### src/rtl/pcwb_pkg.sv
package pcwb_pkg;

    localparam int CF_W   = 4;
    localparam int CF_OVF = 0;
    localparam int CF_EQ  = 1;
    localparam int CF_GT  = 2;
    localparam int CF_LT  = 3;

    typedef enum logic [1:0] {
        LANE_SKIP  = 2'd0,
        LANE_STORE = 2'd1,
        LANE_ZERO  = 2'd2
    } lane_act_e;

endpackage

### src/rtl/pcwb_cond_gen.sv
module pcwb_cond_gen
    import pcwb_pkg::*;
#(
    parameter int W = 16
) (
    input  logic [W-1:0]    value_i,
    input  logic            ovf_i,
    output logic [CF_W-1:0] field_o
);
    logic is_neg;
    logic is_zero;

    always_comb begin
        is_neg  = value_i[W-1];
        is_zero = (value_i == '0);
        field_o          = '0;
        field_o[CF_LT]   = is_neg;
        field_o[CF_GT]   = !is_neg && !is_zero;
        field_o[CF_EQ]   = is_zero;
        field_o[CF_OVF]  = ovf_i;
    end
endmodule

### src/rtl/pcwb_lane_decide.sv
module pcwb_lane_decide
    import pcwb_pkg::*;
(
    input  logic            active_i,
    input  logic [CF_W-1:0] field_i,
    input  logic [1:0]      sel_i,
    input  logic            expect_i,
    input  logic            rec_cr_i,
    input  logic            cr_only_i,
    input  logic            zero_en_i,
    output lane_act_e       act_o,
    output logic            cr_we_o
);
    logic hit;

    always_comb begin
        hit     = (field_i[sel_i] == expect_i);
        cr_we_o = active_i && (rec_cr_i || cr_only_i);
        unique case ({active_i, cr_only_i, hit})
            3'b000, 3'b001, 3'b010, 3'b011:
                act_o = zero_en_i ? LANE_ZERO : LANE_SKIP;
            3'b110, 3'b111:
                act_o = LANE_SKIP;
            3'b101:
                act_o = LANE_STORE;
            3'b100:
                act_o = zero_en_i ? LANE_ZERO : LANE_SKIP;
            default:
                act_o = LANE_SKIP;
        endcase
    end
endmodule

### src/rtl/pcwb_top.sv
module pcwb_top
    import pcwb_pkg::*;
#(
    parameter int LANES = 4,
    parameter int W     = 16
) (
    input  logic                 clk,
    input  logic                 rst_n,
    input  logic                 in_valid_i,
    input  logic [LANES-1:0]     pred_i,
    input  logic [LANES*W-1:0]   result_i,
    input  logic [LANES-1:0]     ovf_i,
    input  logic [1:0]           sel_i,
    input  logic                 expect_i,
    input  logic                 rec_cr_i,
    input  logic                 cr_only_i,
    input  logic                 zero_en_i,
    output logic                 out_valid_o,
    output logic [LANES-1:0]     res_we_o,
    output logic [LANES-1:0]     zero_sel_o,
    output logic [LANES-1:0]     cr_we_o,
    output logic [LANES*CF_W-1:0] cr_field_o,
    output logic [LANES*W-1:0]   wb_data_o
);
    localparam int FIELD_BITS = LANES * CF_W;

    lane_act_e [LANES-1:0] act_d;
    lane_act_e [LANES-1:0] act_q;
    logic [LANES-1:0]      crwe_d;
    logic [LANES-1:0]      crwe_q;
    logic [FIELD_BITS-1:0] field_d;
    logic [FIELD_BITS-1:0] field_q;
    logic [LANES*W-1:0]    res_q;
    logic                  vld_q;

    for (genvar g = 0; g < LANES; g++) begin : g_lane
        pcwb_cond_gen #(.W(W)) u_cond (
            .value_i (result_i[g*W +: W]),
            .ovf_i   (ovf_i[g]),
            .field_o (field_d[g*CF_W +: CF_W])
        );

        pcwb_lane_decide u_decide (
            .active_i  (pred_i[g]),
            .field_i   (field_d[g*CF_W +: CF_W]),
            .sel_i     (sel_i),
            .expect_i  (expect_i),
            .rec_cr_i  (rec_cr_i),
            .cr_only_i (cr_only_i),
            .zero_en_i (zero_en_i),
            .act_o     (act_d[g]),
            .cr_we_o   (crwe_d[g])
        );
    end

    // State register: accept transition loads new actions, idle transition returns to SKIP
    always_ff @(posedge clk) begin
        if (!rst_n) begin
            vld_q   <= 1'b0;
            crwe_q  <= '0;
            field_q <= '0;
            res_q   <= '0;
            for (int i = 0; i < LANES; i++) act_q[i] <= LANE_SKIP;
        end else if (in_valid_i) begin
            vld_q   <= 1'b1;
            crwe_q  <= crwe_d;
            field_q <= field_d;
            res_q   <= result_i;
            act_q   <= act_d;
        end else begin
            vld_q   <= 1'b0;
            crwe_q  <= '0;
            for (int i = 0; i < LANES; i++) act_q[i] <= LANE_SKIP;
        end
    end

    // Output process: map each lane action onto enables and data
    always_comb begin
        out_valid_o = vld_q;
        cr_we_o     = crwe_q;
        cr_field_o  = field_q;
        res_we_o    = '0;
        zero_sel_o  = '0;
        wb_data_o   = '0;
        for (int i = 0; i < LANES; i++) begin
            unique case (act_q[i])
                LANE_STORE: begin
                    res_we_o[i]           = 1'b1;
                    wb_data_o[i*W +: W]   = res_q[i*W +: W];
                end
                LANE_ZERO: begin
                    res_we_o[i]   = 1'b1;
                    zero_sel_o[i] = 1'b1;
                end
                default: ;
            endcase
        end
    end
endmodule

### config.mk
export PLATFORM = sky130hd
export DESIGN_NAME = pcwb_top
export DESIGN_NICKNAME = d
export VERILOG_FILES = /design/src/rtl/pcwb_pkg.sv /design/src/rtl/pcwb_cond_gen.sv /design/src/rtl/pcwb_lane_decide.sv /design/src/rtl/pcwb_top.sv
export SDC_FILE = /design/constraint.sdc
export NUM_CORES = 1
export LEC_CHECK = 0
export BUFFER_PORTS_ARGS = -buffer_cell sky130_fd_sc_hd__buf_4
export CORE_MARGIN = 1.5
export CORE_UTILIZATION = 40
export CTS_CLUSTER_DIAMETER = 40
export CTS_CLUSTER_SIZE = 10
export DETAILED_ROUTE_END_ITERATION = 10
export PLACE_DENSITY = 0.74
export SLEW_MARGIN = 5
export SYNTH_ARGS = -nofsm -noshare
export SYNTH_HDL_FRONTEND = slang
export SYNTH_SLANG_ARGS = --single-unit
### constraint.sdc
create_clock -name clk -period 2.6 [get_ports clk]
set_input_delay 0.52 -clock clk [delete_from_list [all_inputs] [get_ports clk]]
set_output_delay 0.52 -clock clk [all_outputs]
set_load 0.02 [all_outputs]
# Yosys cells after proc, flatten, opt, wreduce, memory -nomap -nowiden
# Cells that the tools add are included.
totals:
  reg_bits: 93
  latch_bits: 0
  mem_bits_rw: 0
  romBits: 0
  n_memories: 0
op_classes:
  add_sub_neg: 0
  multipliers: 0
  div: 0
  order_cmp: 1
  n_eq_ne: 40
  shifts: 0
  mux: 26
  bitwise: 0
  reduce_logical: 38
op_table:
  columns: ["cell", "n"]
  rows:
  - ["$logic_not A16 Y1", 4]
  - ["$mux W16", 4]
  - ["$eq A3 B3 Y1 const B", 16]
  - ["$eq A3 B2 Y1 const B", 8]
  - ["$pmux W2 S3", 4]
  - ["$reduce_or A5 Y1", 4]
  - ["$reduce_or A2 Y1", 8]
  - ["$mux W1", 13]
  - ["$eq A3 B1 Y1 const B", 4]
  - ["$logic_not A3 Y1", 4]
  - ["$bmux W1 S2", 4]
  - ["$eq A2 B1 Y1 const B", 4]
  - ["$eq A2 B2 Y1 const B", 4]
  - ["$logic_and A1 B1 Y1", 8]
  - ["$logic_not A1 Y1", 8]
  - ["$eq A1 B1 Y1", 4]
  - ["$lt A2 B3 Y1 const B", 1]
  - ["$mux W2", 1]
  - ["$reduce_and A2 Y1", 1]
  - ["$logic_or A1 B1 Y1", 1]

# Depth between registers and ports, before layout
logic_depth:
  word_depth: 9
  ltp_mapped: 6

# Hierarchy
# Synthesis repeated with hierarchy kept, for this count alone.
unflattened:
  hier_cells: 442
  hier_area_um2: 4444.3
by_module_without_submodules:
  columns: ["mod", "n_inst", "cells_per_inst", "area_per_inst_um2", "seq_area_each_um2"]
  rows:
  - ["pcwb_top", 1, 374, 3933.8, 1861.8]
  - ["pcwb_cond_gen", 4, 9, 65.1, 0.0]
  - ["pcwb_lane_decide", 4, 8, 62.6, 0.0]

# Worst setup path before layout
# No wires, ideal clock.
synth_path:
  path_type: "input-to-reg"
  from: "in result_i[43]"
  to: "reg act_q[4] in the netlist's numbering"
  setup_ns: 0.073
  t_arrival_ns: 1.476
  t_required_ns: 2.527
  path_slack_ns: 1.051
  stages: 5
  path_buffers: 0
  cell_sequence: "nor4_1 > nand4_1 > a21o_1 > and3_1 > nor3_2"
synth_via:
  elab_chain_cells: 9
  word_cells_on_any_way: 17
  classes_between: "eq/ne: 8; mux: 3; reduce/logical: 6"
synth_lines:
  columns: ["item", "line_no", "source"]
  rows:
  - ["from (decl)", "pcwb_top.sv:11", "input logic [LANES*W-1:0] result_i,"]
  - ["$logic_not A16 Y1 *", "pcwb_cond_gen.sv:15", "is_zero = (value_i == '0);"]
  - ["$logic_not A1 Y1", "pcwb_cond_gen.sv:18", "field_o[CF_GT] = !is_neg && !is_zero;"]
  - ["$logic_and A1 B1 Y1", "pcwb_cond_gen.sv:18", null]
  - ["$bmux W1 S2 *", "pcwb_lane_decide.sv:17", "hit = (field_i[sel_i] == expect_i);"]
  - ["$mux W1 (implied by the code) *", "pcwb_lane_decide.sv:17", null]
  - ["$eq A1 B1 Y1 *", "pcwb_lane_decide.sv:17", null]
  - ["$eq A3 B1 Y1 (tied with other cells)", "pcwb_lane_decide.sv:19", "unique case ({active_i, cr_only_i, hit})"]
  - ["$reduce_or A5 Y1 (no line) or $reduce_or A2 Y1 (tied branches)", null, null]
  - ["$pmux W2 S3 *", "pcwb_lane_decide.sv:19", null]
  - ["to (signal assigned)", "pcwb_top.sv:69", "act_q <= act_d;"]
  - ["to (decl)", "pcwb_top.sv:28", "lane_act_e [LANES-1:0] act_q;"]
# Mark *: on every way between the ends. The rest lies on a longest branch, timed or not. The select of a mux whose other input is x is not followed.
# A chain may end at the register's enable or synchronous reset.

# Final worst setup path
layout_path:
  from: "reg act_q[7] in the netlist's numbering"
  to: "out wb_data_o[56]"
layout_via:
  elab_chain_cells: 2
layout_lines:
  columns: ["item", "line_no", "source"]
  rows:
  - ["$eq A2 B1 Y1", "pcwb_top.sv:86", "unique case (act_q[i])"]
  - ["$mux W16", "pcwb_top.sv:86", null]
  - ["to (decl)", "pcwb_top.sv:23", "output logic [LANES*W-1:0] wb_data_o"]
# No other way between the ends.

==> flow_metrics.py <==
metrics = {
    "cts": {
        "numCtsBuffers": 9,
        "hold_buffers": 0,
        "htree_levels": 3,
        "root_buffer": "clkbuf_8",
        "path_clk_slew_ps": 80,
        "cts_sinks": 89,
        "post_cts_buffers": 0,
        "clockBufferDepth": 2,
        "insertion_delay_ps": 340,
        "cts_resized": 0,
        "cts_tree": "built",
    },
    "final_layout": {
        "most-common-layout-cells": "buf_4, dfxtp_1, and2_1, mux2i_1, nor2b_1",
        "utilization": 0.564,
        "areaGrowthSynthToFinish_pct": 36.2,
        "fillers": 927,
        "layout-drive-gt1-share": 0.327,
        "layout_commonest_cell": "buf_4",
        "stdcell_area_um2": 5840,
        "diodes": 0,
        "nets": 697,
    },
    "timing": {
        "holdWs_ps": 406,
        "max_freq_ghz": 0.485,
        "final.setup.tns_ps": 0,
        "final-setup-viol-count": 0,
        "rsz0062_at_grt": "no",
        "finalMaxSlewViolations": 0,
        "finalHoldViolCount": 0,
        "worst_slew_pin_slew_ps": 717,
        "maxSlewHeadroom": 0.522,
        "fin_skew_ps": 0,
        "fin_crit_ps": 2060,
        "finalCritPeriodShare": 0.794,
    },
    "route": {
        "finalWirelength_um": 10600,
        "wire_per_inst_um": 14.2,
        "detail-route-antenna-nets": 0,
        "drc_errors": 0,
        "first_pass_iters": 4,
        "vias_per_cell": 4.75,
        "drt_iter0_drc": 116,
        "dr_total_vias": 3554,
    },
    "critical_path": {
        "r2r_slack_ps": 1900,
        "critPathLaunchType": "flop",
        "crit_chain": "inv_1 > ha_1 > and2_1 > buf_4",
        "crit_type": "flop to output port",
        "arrival_ps": 1540,
        "critPathRequiredTime_ps": 2080,
        "worstSetupEndpointType": "output port",
        "cp-startpoint": "act_q[7]",
        "cp_max_fo": 16,
        "r2r_cells": 3,
        "r2r_end": "cr_field_o[5]",
        "crit_end": "wb_data_o[56]",
        "slowest_stage": "ha_1",
        "r2r_start": "cr_field_o[5]",
        "critical-path-max-stage-delay_ps": 460,
    },
    "logic_synthesis": {
        "syn-cell-area_um2": 4290,
        "synth_largest_area_cell": "dfxtp_1",
        "synthCells": 449,
        "synthesis.area_per_instance_um2": 9.56,
        "syn_nets": 538,
        "yosysTopAreaCellShare": 0.415,
        "synth-seq-cells": 89,
        "synth_cell_types": 29,
        "synth_warnings": 0,
        "synth-seq-area-share": 0.415,
        "synth_area_leaders": "dfxtp_1, mux2i_1, and2_1",
    },
    "pwr": {
        "leakage_nw": 2.77,
        "power_density_nw_per_um2": 484,
        "total_power_mw": 2.83,
        "ir_drop_uv": 232,
    },
    "global_route": {
        "grt_overflow": 0,
        "grt_pass1_vias": 3422,
        "grt_pass1_wl_um": 16600,
        "grt_max_degree": 55,
        "antenna_found_initial": 0,
        "track_usage": 0.182,
    },
    "die": {
        "fp.dieArea_um2": 11400,
        "rows": 37,
        "core-area_um2": 10400,
        "start_util": 0.414,
        "die_height_um": 107,
        "dieWidth_um": 107,
        "io_pins": 174,
    },
    "min_path": {
        "worstHoldStart": "pred_i[2]",
        "hold_class": "input port to flop",
    },
    "placement": {
        "routabilityCongestion": 0.776,
        "io_buffers": 173,
        "dpl-instance-area_um2": 5650,
        "hpwlAfterDp_um": 7960,
    },
    "status": {
        "status": "finished clean",
    },
    "job": {
        "max-cap-violations": 0,
    },
}
-- worst max-delay path: cells and delay by family, from the launching register on --
kind	cells	cell delay [ps]
and+or+nand+nor	1	210
adders and majority gates	1	460
buffers and inverters	2	200
DFF	1	330
-- worst min path at each step --
stage / to / cells past startpoint
6_report: cr_we_o[2] / 2
2_1_floorplan: res_q[0] / 2
3_3_place_gp: cr_field_o[2] / 2
5_1_grt: cr_we_o[1] / 2
3_5_place_dp: cr_field_o[2] / 2
4_1_cts: cr_we_o[2] / 2
-- layer usage --
layer  vias to the layer above  wire [µm]  GRT usage  share of wire
li1                       1809          -          -              -
met1                      1636       4900      0.241           0.46
met2                       100       5040      0.295           0.47
met3                         9        593     0.0432          0.056
met4                         0        101     0.0514         0.0095
met5                         -          0          0              0
-- cells by family (layout without fill, tap and decap cells) --
group,after synthesis,in the layout,share of synthesized area
adder cells (fa/ha/maj),8,8,0.0233
buffers and inverters,45,208,0.0458
multiplexers,72,72,0.168
flip-flops,89,89,0.415
AND/OR/NAND/NOR,207,207,0.306
AO/OA/AOI/OAI,28,28,0.0420
-- power breakdown --
| part | internal, mW | total, mW | switching (mW) | leakage [nW] |
|---|---|---|---|---|
| Sequential | 1.44 | 1.47 | 0.0338 | 0.733 |
| Combinational | 0.222 | 0.429 | 0.207 | 1.94 |
| Clock | 0.464 | 0.934 | 0.470 | 0.0981 |
-- synth_stat cells --
master    number
or3_1          1
nand3b_1       4
and2_1        72
nand3_1        5
o21ai_0        1
nor4_1        10
nor4_2         6
nand2_1        9
nor3_2         3
nor3_1         1
nor3b_1        1
ha_1           8
inv_1         17
clkbuf_1      13
dfxtp_1       89
buf_2         10
a21boi_0       4
mux2i_1       72
a21oi_1        8
nor2b_1       68
nand4_1        4
a21o_1         8
o21ai_1        3
o211ai_1       4
buf_1          1
nor2_1         3
and3_1         8
buf_4          4
nand2b_1      12
-- state kept, by name, summed over array words and instances (netlist names) --
signal       count
act_q            8
cr_field_o      16
cr_we_o          4
out_valid_o      1
res_q           60
-- final cells by class --
cell class                 count  area (µm²)  area share
timing repair buffer         176        1320       0.226
clock inverter                 5        56.3     0.00963
inverter                      17        63.8      0.0109
clock buffer                  10         138      0.0235
sequential                    89        1780       0.305
tap                          136         170      0.0291
multi-input combinational    315        2310       0.396
-- stage by stage --
stage	setup WS, ps	cells
after detailed placement	588	733
after floorplan	1050	449
after global placement	600	733
after CTS	479	748
after global routing	388	748
final	536	748
Power figures use the tool's default switching activity.
